$ cat src/rtl/mac2_pkg.sv
package mac2_pkg;

  // Selects how the bits below the output LSB are disposed of.
  typedef enum logic {
    RND_HALF_UP = 1'b0,
    RND_TRUNC   = 1'b1
  } rnd_mode_e;

endpackage

$ cat src/rtl/mac2_round_sat.sv
module mac2_round_sat #(
  parameter int                  IN_W   = 34,
  parameter int                  DATA_W = 16,
  parameter int                  FRAC_W = 8,
  parameter mac2_pkg::rnd_mode_e RND    = mac2_pkg::RND_HALF_UP
) (
  input  logic signed [IN_W-1:0]   sum_in,
  output logic        [DATA_W-1:0] res_out
);

  localparam int EXT_W = IN_W + 1;
  localparam logic signed [EXT_W-1:0] MAX_V =
    {{(EXT_W-DATA_W+1){1'b0}}, {(DATA_W-1){1'b1}}};
  localparam logic signed [EXT_W-1:0] MIN_V =
    {{(EXT_W-DATA_W+1){1'b1}}, {(DATA_W-1){1'b0}}};
  localparam logic signed [EXT_W-1:0] HALF =
    {{(EXT_W-1){1'b0}}, 1'b1} << (FRAC_W-1);

  logic signed [EXT_W-1:0] sum_x;
  logic signed [EXT_W-1:0] biased;
  logic signed [EXT_W-1:0] shifted;

  assign sum_x = {sum_in[IN_W-1], sum_in};

  // The only rounding point of the datapath: bias then floor-shift.
  generate
    if (RND == mac2_pkg::RND_HALF_UP) begin : g_half_up
      assign biased = sum_x + HALF;
    end else begin : g_trunc
      assign biased = sum_x;
    end
  endgenerate

  assign shifted = biased >>> FRAC_W;

  always_comb begin
    if (shifted > MAX_V)      res_out = MAX_V[DATA_W-1:0];
    else if (shifted < MIN_V) res_out = MIN_V[DATA_W-1:0];
    else                      res_out = shifted[DATA_W-1:0];
  end

endmodule

$ cat src/rtl/mac2_mul_stage.sv
module mac2_mul_stage #(
  parameter int DATA_W = 16,
  parameter int TAG_W  = 4
) (
  input  logic                      clk,
  input  logic                      rst,
  input  logic                      load,
  input  logic                      in_valid,
  input  logic signed [DATA_W-1:0]  in_b,
  input  logic signed [DATA_W-1:0]  in_c,
  input  logic signed [DATA_W-1:0]  in_d,
  input  logic        [TAG_W-1:0]   in_tag,
  output logic                      s1_v,
  output logic signed [2*DATA_W-1:0] prod_q,
  output logic signed [DATA_W-1:0]  d_q,
  output logic        [TAG_W-1:0]   tag_q
);

  localparam int PROD_W = 2 * DATA_W;

  logic signed [PROD_W-1:0] prod_d;

  // Exact product; no bits are dropped here.
  assign prod_d = in_b * in_c;

  always_ff @(posedge clk) begin
    if (rst) s1_v <= 1'b0;
    else if (load) s1_v <= in_valid;
  end

  always_ff @(posedge clk) begin
    if (load && in_valid) begin
      prod_q <= prod_d;
      d_q    <= in_d;
      tag_q  <= in_tag;
    end
  end

  // an occupied stage that cannot move on keeps its contents.
  p_s1_hold_r7: assert property (@(posedge clk) disable iff (rst)
    (s1_v && !load) |=> (s1_v && $stable(prod_q) && $stable(d_q) && $stable(tag_q)));

endmodule

$ cat src/rtl/mac2_add_stage.sv
module mac2_add_stage #(
  parameter int                  DATA_W = 16,
  parameter int                  FRAC_W = 8,
  parameter int                  TAG_W  = 4,
  parameter mac2_pkg::rnd_mode_e RND    = mac2_pkg::RND_HALF_UP
) (
  input  logic                       clk,
  input  logic                       rst,
  input  logic                       load,
  input  logic                       s1_v,
  input  logic signed [2*DATA_W-1:0] prod_in,
  input  logic signed [DATA_W-1:0]   d_in,
  input  logic        [TAG_W-1:0]    tag_in,
  output logic                       s2_v,
  output logic        [DATA_W-1:0]   res_q,
  output logic        [TAG_W-1:0]    tag_q
);

  localparam int PROD_W = 2 * DATA_W;
  localparam int SUM_W  = PROD_W + 2;

  logic signed [SUM_W-1:0] prod_x;
  logic signed [SUM_W-1:0] d_x;
  logic signed [SUM_W-1:0] sum;
  logic        [DATA_W-1:0] res_d;

  // Align the addend's binary point with the double-width product.
  assign prod_x = {{(SUM_W-PROD_W){prod_in[PROD_W-1]}}, prod_in};
  assign d_x    = {{(SUM_W-DATA_W){d_in[DATA_W-1]}}, d_in} <<< FRAC_W;
  assign sum    = prod_x + d_x;

  mac2_round_sat #(
    .IN_W   (SUM_W),
    .DATA_W (DATA_W),
    .FRAC_W (FRAC_W),
    .RND    (RND)
  ) i_round_sat (
    .sum_in  (sum),
    .res_out (res_d)
  );

  always_ff @(posedge clk) begin
    if (rst) s2_v <= 1'b0;
    else if (load) s2_v <= s1_v;
  end

  always_ff @(posedge clk) begin
    if (load && s1_v) begin
      res_q <= res_d;
      tag_q <= tag_in;
    end
  end

  // the tag presented by stage one is the tag stage two returns.
  p_tag_follow_r6: assert property (@(posedge clk) disable iff (rst)
    (load && s1_v) |=> (s2_v && (tag_q == $past(tag_in))));

endmodule

$ cat src/rtl/mac2_pipe.sv
module mac2_pipe #(
  parameter int                  DATA_W = 16,
  parameter int                  FRAC_W = 8,
  parameter int                  TAG_W  = 4,
  parameter mac2_pkg::rnd_mode_e RND    = mac2_pkg::RND_HALF_UP
) (
  input  logic              clk,
  input  logic              rst,
  input  logic              in_valid,
  output logic              in_ready,
  input  logic [DATA_W-1:0] in_b,
  input  logic [DATA_W-1:0] in_c,
  input  logic [DATA_W-1:0] in_d,
  input  logic [TAG_W-1:0]  in_tag,
  output logic              out_valid,
  input  logic              out_ready,
  output logic [DATA_W-1:0] out_result,
  output logic [TAG_W-1:0]  out_tag
);

  localparam int PROD_W = 2 * DATA_W;

  logic                     s1_v;
  logic                     s2_v;
  logic                     s1_load;
  logic                     s2_load;
  logic signed [PROD_W-1:0] s1_prod;
  logic signed [DATA_W-1:0] s1_d;
  logic        [TAG_W-1:0]  s1_tag;

  // A stage advances when it is empty or its successor advances.
  assign s2_load  = !s2_v || out_ready;
  assign s1_load  = !s1_v || s2_load;
  assign in_ready = s1_load;

  mac2_mul_stage #(
    .DATA_W (DATA_W),
    .TAG_W  (TAG_W)
  ) i_mul (
    .clk      (clk),
    .rst      (rst),
    .load     (s1_load),
    .in_valid (in_valid),
    .in_b     ($signed(in_b)),
    .in_c     ($signed(in_c)),
    .in_d     ($signed(in_d)),
    .in_tag   (in_tag),
    .s1_v     (s1_v),
    .prod_q   (s1_prod),
    .d_q      (s1_d),
    .tag_q    (s1_tag)
  );

  mac2_add_stage #(
    .DATA_W (DATA_W),
    .FRAC_W (FRAC_W),
    .TAG_W  (TAG_W),
    .RND    (RND)
  ) i_add (
    .clk     (clk),
    .rst     (rst),
    .load    (s2_load),
    .s1_v    (s1_v),
    .prod_in (s1_prod),
    .d_in    (s1_d),
    .tag_in  (s1_tag),
    .s2_v    (s2_v),
    .res_q   (out_result),
    .tag_q   (out_tag)
  );

  assign out_valid = s2_v;

  // a stalled result is frozen.
  p_out_hold_r7: assert property (@(posedge clk) disable iff (rst)
    (out_valid && !out_ready) |=> (out_valid && $stable(out_result) && $stable(out_tag)));

  // input back-pressure only comes from a stalled output.
  p_ready_stall_r8: assert property (@(posedge clk) disable iff (rst)
    !in_ready |-> (out_valid && !out_ready && s1_v));

  // the cycle after reset shows an empty pipeline.
  p_reset_clear_r9: assert property (@(posedge clk) disable iff (rst)
    $past(rst) |-> (!out_valid && in_ready));

endmodule

$ cat config.mk
export PLATFORM = sky130hd
export DESIGN_NAME = mac2_pipe
export DESIGN_NICKNAME = d
export VERILOG_FILES = /design/src/rtl/mac2_pkg.sv /design/src/rtl/mac2_round_sat.sv /design/src/rtl/mac2_mul_stage.sv /design/src/rtl/mac2_add_stage.sv /design/src/rtl/mac2_pipe.sv
export SDC_FILE = /design/constraint.sdc
export NUM_CORES = 1
export LEC_CHECK = 0
export ABC_AREA = 1
export ABC_CLOCK_PERIOD_IN_PS = 7100
export BUFFER_PORTS_ARGS = -buffer_cell sky130_fd_sc_hd__buf_4
export CAP_MARGIN = 10
export CORE_AREA = 5 5 161 163
export CTS_BUF_LIST = sky130_fd_sc_hd__clkbuf_2 sky130_fd_sc_hd__clkbuf_4 sky130_fd_sc_hd__clkbuf_8
export DETAILED_ROUTE_END_ITERATION = 8
export DIE_AREA = 0 0 166 168
export PLACE_DENSITY_LB_ADDON = 0.25
export RECOVER_POWER = 100
export SLEW_MARGIN = 20
export SYNTH_ARGS = -nofsm -noshare
export SYNTH_HDL_FRONTEND = slang
export SYNTH_SLANG_ARGS = --single-unit
export TNS_END_PERCENT = 100
$ cat constraint.sdc
create_clock -name clk -period 7.1 [get_ports clk]
set_clock_uncertainty 0.1 [all_clocks]
set_input_delay 1.065 -clock clk [delete_from_list [all_inputs] [get_ports clk]]
set_output_delay 1.065 -clock clk [all_outputs]
set_load 0.02 [all_outputs]
## Word level (Yosys, flattened, before mapping)

Index checks and enable logic that the tools add are counted.
Widths: inputs -> output; s select.

| operators by class | value |
|---|---|
| $add $sub $neg | 2 |
| multiply operators | 1 |
| $lt $le $gt $ge | 2 |
| mux-type cells | 1 |
| reduce and logical (&&, ||, !) cells | 6 |

Operator list:

| operator | count |
|---|---|
| $add 33x9->34 const B | 1 |
| $add 32x24->33 | 1 |
| $mul 16x16->32 | 1 |
| $gt 27x16->1 const B | 1 |
| $lt 27x16->1 const B | 1 |
| $mux 16 | 1 |
| $logic_and 1x1->1 | 2 |
| $logic_not 1->1 | 2 |
| $logic_or 1x1->1 | 2 |

| storage, ports and cells | value |
|---|---|
| bits in registers | 74 |
| bits of input ports | 56 |
| output and inout port bits | 22 |
| word-level logic and storage cells | 19 |

## Longest topological paths before layout

Gate-level depths: netlist (run 1).

| logic depth | value |
|---|---|
| depth in word-level cells | 4 |
| depth in mapped cells | 28 |
| gate-level depth less buffers | 26 |

## By module

A second synthesis (run 1) with hierarchy kept.

| second synthesis, totals | value |
|---|---|
| cell total of the unflattened synthesis | 2196 |
| area total of the unflattened synthesis | 16181.8 sq um |

Modules (own cells, without submodules):

| module | instances | cells each | area an instance (sq um) | seq. area each (sq um) |
|---|---|---|---|---|
| mac2_mul_stage | 1 | 1568 | 12588.3 | 1581.5 |
| mac2_add_stage | 1 | 406 | 2493.6 | 620.6 |
| mac2_round_sat | 1 | 219 | 1082.3 | 0.0 |
| mac2_pipe | 1 | 3 | 17.5 | 0.0 |

## Worst setup path after synthesis (run 1)

OpenSTA, ideal clock, no wires.

| timing | value |
|---|---|
| path kind | input-to-reg |
| from | in in_c[4] |
| to | reg i_mul.prod_q[31] (data pin) |
| library setup time | 261 ps |
| arrival | 6323 ps |
| data required time | 6739 ps |
| slack | 416 ps |
| cell stages on the path | 20 |
| path buffers | 2 |
| cell sequence | clkbuf_1 > clkbuf_1 > nand2_1 > inv_1 > fa_1 > fa_1 > inv_1 > fa_1 > fa_1 > fa_1 > fa_1 > inv_1 > ha_1 > a21oi_1 > nor2_1 > o21ai_0 > nand2_1 > a31oi_1 > nand2_1 > xor2_1 |

| on the way | value |
|---|---|
| word-level cells in the longest chain between the ends | 1 |

Ends and longest elaborated chain:

| element | line | text |
|---|---|---|
| from (decl) | mac2_pipe.sv:12 | `input logic [DATA_W-1:0] in_c,` |
| $mul 16x16->32 | mac2_mul_stage.sv:24 | `assign prod_d = in_b * in_c;` |
| net i_mul.prod_d[31] | mac2_mul_stage.sv:21 | `logic signed [PROD_W-1:0] prod_d;` |
| to (signal assigned) | mac2_mul_stage.sv:33 | `prod_q <= prod_d;` |
| to (decl) | mac2_mul_stage.sv:14 | `output logic signed [2*DATA_W-1:0] prod_q,` |

The timed path passes the listed nets, and every way through them passes these cells.
A chain may end at the register's enable or synchronous reset.

## Worst setup path after layout (run 1)

| timing | value |
|---|---|
| from | in in_c[15] |
| to | reg i_mul.prod_q[31] (data pin) |

Same word-level chain as after synthesis.

==> results of run 1 <==
[layout by cell type (no fill, tap or decap), types with 2 or more instances in the layout]
| cell | n |
|---|---|
| buf_4 | 36 |
| fa_1 | 262 |
| edfxtp_1 | 65 |
| clkbuf_1 | 24 |
| nor2_1 | 69 |
| clkinv_4 | 3 |
| ha_1 | 103 |
| dfxtp_1 | 2 |
| o211ai_1 | 2 |
| inv_1 | 553 |
| or2_2 | 4 |
| a31oi_1 | 3 |
| nor3_1 | 11 |
| nor2_2 | 2 |
| nand3b_1 | 2 |
| clkbuf_8 | 9 |
| o21ai_0 | 22 |
| nand3_1 | 35 |
| nand4_1 | 15 |
| a21oi_1 | 50 |
| clkbuf_4 | 23 |
| nand2_1 | 517 |
| a21boi_0 | 3 |
| o21bai_1 | 6 |
| o21a_1 | 3 |
| xor2_1 | 31 |
| xnor2_1 | 15 |
| inv_6 | 2 |
[synth_stat cells (2+ instances only)]
master,instances
nand2_1,516
fa_1,262
dfxtp_1,2
o21ai_0,22
inv_1,554
nand3_1,35
and2_1,2
a31oi_1,3
nor2_1,69
o21bai_1,6
nor2_2,2
o21a_1,3
nor3_1,11
xnor2_1,15
buf_6,2
a21oi_1,50
edfxtp_1,65
a21boi_0,3
nand4_1,15
nand2_2,2
or2_2,4
ha_1,103
xor2_1,31
o211ai_1,2
nand3b_1,2
clkbuf_1,54
[layer usage]
metal	share of wire (%)	routed length (um)	up-vias	GRT usage, %
li1	-	-	5367	-
met2	50	16200	321	43.8
met1	42	13500	5403	30.9
met4	2.8	916	0	8.03
met5	0	0	-	0
met3	5.1	1630	77	3.17
[through the flow]
stage                     worst slack (ns)  hold slack, ns  cell area, sq um  utilization [%]  cells
after global routing                 0.238           0.346             15300             63.1   2207
final                                0.516           0.326             15300             63.1   2207
after global placement               0.384           0.303             15200             62.7   2191
after detailed placement             0.299           0.309             15200             62.7   2191
after CTS                            0.680           0.328             15400             63.5   2207
after floorplan                      0.416           0.300             14400                -   1842
[cell families (layout without fill, tap and decap cells)]
group | count (synthesis) | after routing | synth area share, %
AND/OR/NAND/NOR | 660 | 660 | 18.2
adder cells (fa/ha/maj) | 365 | 365 | 45.5
XOR/XNOR | 46 | 46 | 2.81
flip-flops | 67 | 67 | 13.9
buffers and inverters | 612 | 653 | 16.1
AO/OA/AOI/OAI | 92 | 92 | 3.51
[layout make-up]
cell class              instances  area, sq um
inverters                     555         2080
clock inverters                 6         73.8
fillers                      2155         8920
clock buffers                  10          131
multi-input cells            1163        10000
repair buffers                 82          526
flip-flops and latches         67         1990
well taps                     324          405
[critical path, cell delays in order]
cell,delay [ns]
clkbuf_4,0.12
inv_1,0.27
clkbuf_1,0.38
nor2_1,0.12
fa_1,0.56
inv_1,0.06
fa_1,0.53
inv_1,0.05
fa_1,0.50
fa_1,0.52
fa_1,0.54
inv_1,0.05
fa_1,0.52
inv_1,0.04
ha_1,0.34
a21oi_1,0.20
o21ai_0,0.15
a21oi_1,0.16
nand2_1,0.07
a31oi_1,0.14
nand2_1,0.08
xor2_1,0.13
[how the worst max path moves through the flow]
stage / to / slack [ns] / cells past startpoint
2_1_floorplan: i_mul.prod_q[31]$_DFFE_PP_ / 0.42 / 20
3_3_place_gp: i_mul.prod_q[25]$_DFFE_PP_ / 0.38 / 20
3_5_place_dp: i_mul.prod_q[28]$_DFFE_PP_ / 0.30 / 23
4_1_cts: i_mul.prod_q[28]$_DFFE_PP_ / 0.68 / 23
5_1_grt: i_mul.prod_q[29]$_DFFE_PP_ / 0.24 / 21
6_report: i_mul.prod_q[31]$_DFFE_PP_ / 0.52 / 22
[flip-flops by register name (all words and copies together), names as in the netlist]
signal	cells
i_add.s2_v	1
i_add.tag_q	4
i_add.res_q	16
i_mul.d_q	16
i_mul.tag_q	4
i_mul.prod_q	25
i_mul.s1_v	1
==> qor.yml, run 1 <==
dr.pass1.iters: 7
startpoint: "in_c[15]"
die_h_um: 168
grt_pass1_vias: 12173
yosysSeqAreaShare_pct: 13.9
drc: 0
drt_wl_total_mm: 32.2
routed_via_density: 5.06
ys_warn_count: 0
grt_max_degree: 46
synth_seq_cells: 67
required_ns: 7.10
yosysTopAreaCell: "fa_1"
hold-path-endpoint: "i_add.tag_q[1]$_DFFE_PP_"
rsz0062_at_grt: "no"
min_path_type: "flip-flop to flip-flop"
clk_latency_ns: 0.37
synth_edf_count: 65
cp_max_fo: 9
r2r_cells: 13
syn_to_final_growth_pct: 6.30
violations: "max-capacitance violations, max-slew violations"
crit_type: "input port to flip-flop"
layout_min_cycle_time_ns: 6.58
chipWidth_um: 166
synth_flop_cell: "edfxtp_1"
clk_pin_slew_worst_paths_ns: 0.08
antenna_found_initial: 0
synth_cells: 1842
routedWlPerCell_um: 14.6
drtAntennaViolNets: 0
clock_path_buffers: 2
io_buffer_count: 77
cp.arrival_ns: 6.58
drv_slew: 67
vias: 11168
post_cts_buffers: 0
endpoint_kind: "flip-flop"
r2r-start: "i_mul.d_q[15]$_DFFE_PP_"
hold_violations: 0
dp_hpwl_mm: 27.6
async_flop_share_pct: 0
post_cts_resized: 0
rows: 57
drtIter0Drc: 606
antennaDiodeCount: 0
setup-tns-final_ns: 0
worstHoldStart: "i_mul.tag_q[1]$_DFFE_PP_"
tightest_slew_ns: 2.32
post-route-period-util_pct: 92.7
grt.overflow.total: 0
ys_types: 33
cts_htree_levels: 3
cts_tree: "yes"
clockRootBuffer: "clkbuf_8"
drive_gt1_share_pct: 4.35
grt_pass1_wl_mm: 56.6
outcome: "finished with violations"
timing.reg2reg.setup_slack_ns: 4.00
setup_viol: 0
avgSynthCellArea_sq_um: 7.79
synth.top_cell.area_share_pct: 36.5
syn_nets: 2263
cts_hold_repair.buffers: 0
gp_congestion: 0.890
die_area_sq_um: 27900
netlist_area_sq_um: 14400
slew_headroom_pct: -54.9
coreArea_sq_um: 24200
cts_inserted_buffers: 9
netlist_top_cells_area: "fa_1, inv_1, edfxtp_1"
min_path_cells: 0
start_util_pct: 59.4
pin_count: 78
gr-usage-all-layers_pct: 24.4
crit_path_start_kind: "input port"
clock-sinks: 67
drv_cap: 2
fmax_mhz: 152
timing.rr.end: "i_add.res_q[2]$_SDFFCE_PN1P_"
nets: 2299
Power of run 1 is left out: the tool's default activity adds up to more than one toggle a clock period on the data nets, which glitch-free logic cannot reach.
==> run 2, diff against run 1 <==
--- a/config.mk
+++ b/config.mk
@@ -9,10 +9,12 @@
 export ABC_CLOCK_PERIOD_IN_PS = 7100
 export BUFFER_PORTS_ARGS = -buffer_cell sky130_fd_sc_hd__buf_4
 export CAP_MARGIN = 10
-export CORE_AREA = 5 5 161 163
+export CELL_PAD_IN_SITES_DETAIL_PLACEMENT = 0
+export CELL_PAD_IN_SITES_GLOBAL_PLACEMENT = 2
+export CORE_AREA = 5 5 198 200
 export CTS_BUF_LIST = sky130_fd_sc_hd__clkbuf_2 sky130_fd_sc_hd__clkbuf_4 sky130_fd_sc_hd__clkbuf_8
 export DETAILED_ROUTE_END_ITERATION = 8
-export DIE_AREA = 0 0 166 168
+export DIE_AREA = 0 0 203 205
 export PLACE_DENSITY_LB_ADDON = 0.25
 export RECOVER_POWER = 100
 export SLEW_MARGIN = 20
==> qor.yml, run 2 (same netlist as run 1, synthesis figures left out) <==
outcome: "finished with violations"
violations: "max-capacitance violations, max-slew violations"
slew_headroom_pct: -23.5  # +31 points
clock-sinks: 67  # unchanged
crit_path_start_kind: "input port"
setup-tns-final_ns: 0  # unchanged
critPathMaxStageDelay_ns: 0.54  # -0.02 ns
clk_latency_ns: 0.35  # -0.02 ns
syn_to_final_growth_pct: 7.86
r2r_cells: 13  # unchanged
drc: 0  # unchanged
drtIter0Drc: 460  # -24%
min_path_cells: 0  # unchanged
dr.pass1.iters: 6  # -1
hold_violations: 0  # unchanged
grt_pass1_vias: 11362  # -6.7%
post-route-period-util_pct: 92.1  # -0.65 points
drive_gt1_share_pct: 4.61  # +0.25 points
rsz0062_at_grt: "no"
dp_hpwl_mm: 31.5  # +14%
grt_max_degree: 46  # unchanged
grt.overflow.total: 0  # unchanged
path_delay_family: "adder cells"
drv_slew: 67  # unchanged
nFillCells: 3860  # +79%
min_path_type: "flip-flop to flip-flop"
die_h_um: 205  # +22%
crit_top_cell: "fa_1"
drtAntennaViolNets: 0  # unchanged
worstHoldStart: "i_mul.tag_q[0]$_DFFE_PP_"
routedWlPerCell_um: 15.2  # +4.1%
clockRootBuffer: "clkbuf_8"
cts_tree: "yes"
antennaDiodeCount: 0  # unchanged
routed_via_density: 4.52  # -11%
chipWidth_um: 203  # +22%
crit_type: "input port to flip-flop"
crit_slowest_cell: "fa_1"
cp_cell_sequence: "clkbuf_4, inv_1, or2_2, fa_1, fa_1, inv_1, fa_1, fa_1, fa_1, inv_1, fa_1, inv_1, ha_1, a21oi_1, inv_1, a31oi_1, o21ai_0, a211oi_1, nand2_1, xor2_1"
post_cts_buffers: 0  # unchanged
drt_wl_total_mm: 35.9  # +11%
timing.rr.end: "i_add.res_q[14]$_SDFFCE_PN1P_"
cts_inserted_buffers: 9  # unchanged
pin_count: 78  # unchanged
start_util_pct: 38.6  # -21 points
tightest_slew_ns: 1.85  # -0.471 ns
gr-usage-all-layers_pct: 17.8  # -6.6 points
gp_congestion: 0.851  # -4.5%
endpoint_kind: "flip-flop"
top_regs: "i_mul.prod_q x25, i_add.res_q x16, i_mul.d_q x16"
nets: 2304  # +0.22%
vias: 10670  # -4.5%
top_register: "i_mul.prod_q"
required_ns: 7.09  # about the same
hold-path-endpoint: "i_add.tag_q[0]$_DFFE_PP_"
fmax_mhz: 153  # +0.70%
clk_pin_slew_worst_paths_ns: 0.08  # about the same
grt_pass1_wl_mm: 59.6  # +5.3%
cp_num_cells: 20  # -9.1%
post_cts_resized: 0  # unchanged
r2r-start: "i_mul.prod_q[7]$_DFFE_PP_"
startpoint: "in_c[15]"
drv_cap: 2  # unchanged
io_buffer_count: 77  # unchanged
cts_htree_levels: 3  # unchanged
antenna_found_initial: 0  # unchanged
clock_path_buffers: 2  # unchanged
cp_max_fo: 8  # -1
rows: 71  # +25%
largest_reg_flops: 25  # unchanged
layout_min_cycle_time_ns: 6.54  # -0.0458 ns
mostFrequentLayoutCell: "inv_1"
layout_common_cells: "inv_1, nand2_1, fa_1"
cp.arrival_ns: 6.53  # -0.05 ns
timing.reg2reg.setup_slack_ns: 3.87  # -0.13 ns
cts_hold_repair.buffers: 0  # unchanged
die_area_sq_um: 41600  # +49%
setup_viol: 0  # unchanged
cp_num_buf_inv: 6  # -1
coreArea_sq_um: 37200  # +54%
-- run 2: cell types whose count changed in the layout (fill, tap and decap cells not counted), sizes merged --
cell | previous run | this run
clkinv | 4 | 1
buf | 36 | 41
inv | 556 | 559
clkinvlp | 0 | 1
clkbuf | 56 | 55
-- run 2: cell type report --
cell class	count	area, sq um	area share (%)
Inverter	555	2080	13.5
Sequential cell	67	1990	12.9
Clock inverter	7	80.1	0.517
Tap cell	474	593	3.83
Clock buffer	9	124	0.800
Timing Repair Buffer	87	563	3.64
Multi-Input combinational cell	1163	10000	64.9
-- run 2: worst max-delay path by stage --
stage	slack (ns)	endpoint
global route	0.24	i_mul.prod_q[31]$_DFFE_PP_
detailed placement	0.18	i_mul.prod_q[25]$_DFFE_PP_
finish	0.56	i_mul.prod_q[25]$_DFFE_PP_
CTS	0.55	i_mul.prod_q[25]$_DFFE_PP_
floorplan	0.42	i_mul.prod_q[31]$_DFFE_PP_
global placement	0.08	i_mul.prod_q[25]$_DFFE_PP_
-- run 2: through the flow --
step / instances / area, sq um / utilization [%] / worst slack, ns / hold slack [ns]
final: 2362 / 15500 / 41.6 / 0.561 / 0.324
after global routing: 2362 / 15500 / 41.6 / 0.237 / 0.330
after CTS: 2362 / 15600 / 41.9 / 0.554 / 0.325
after detailed placement: 2346 / 15400 / 41.3 / 0.184 / 0.305
after global placement: 2346 / 15400 / 41.3 / 0.0838 / 0.303
after floorplan: 1842 / 14400 / - / 0.416 / 0.300
-- run 2: layer usage --
layer  up-vias  routed length [um]  global-route usage [%]
li1       5370                   -                       -
met1      5130               17400                    25.0
met2       148               17200                    31.2
met3        22                 703                    1.16
met4         0                 475                    2.89
met5         -                   0                       0
Power of run 2 is left out for the same reason.
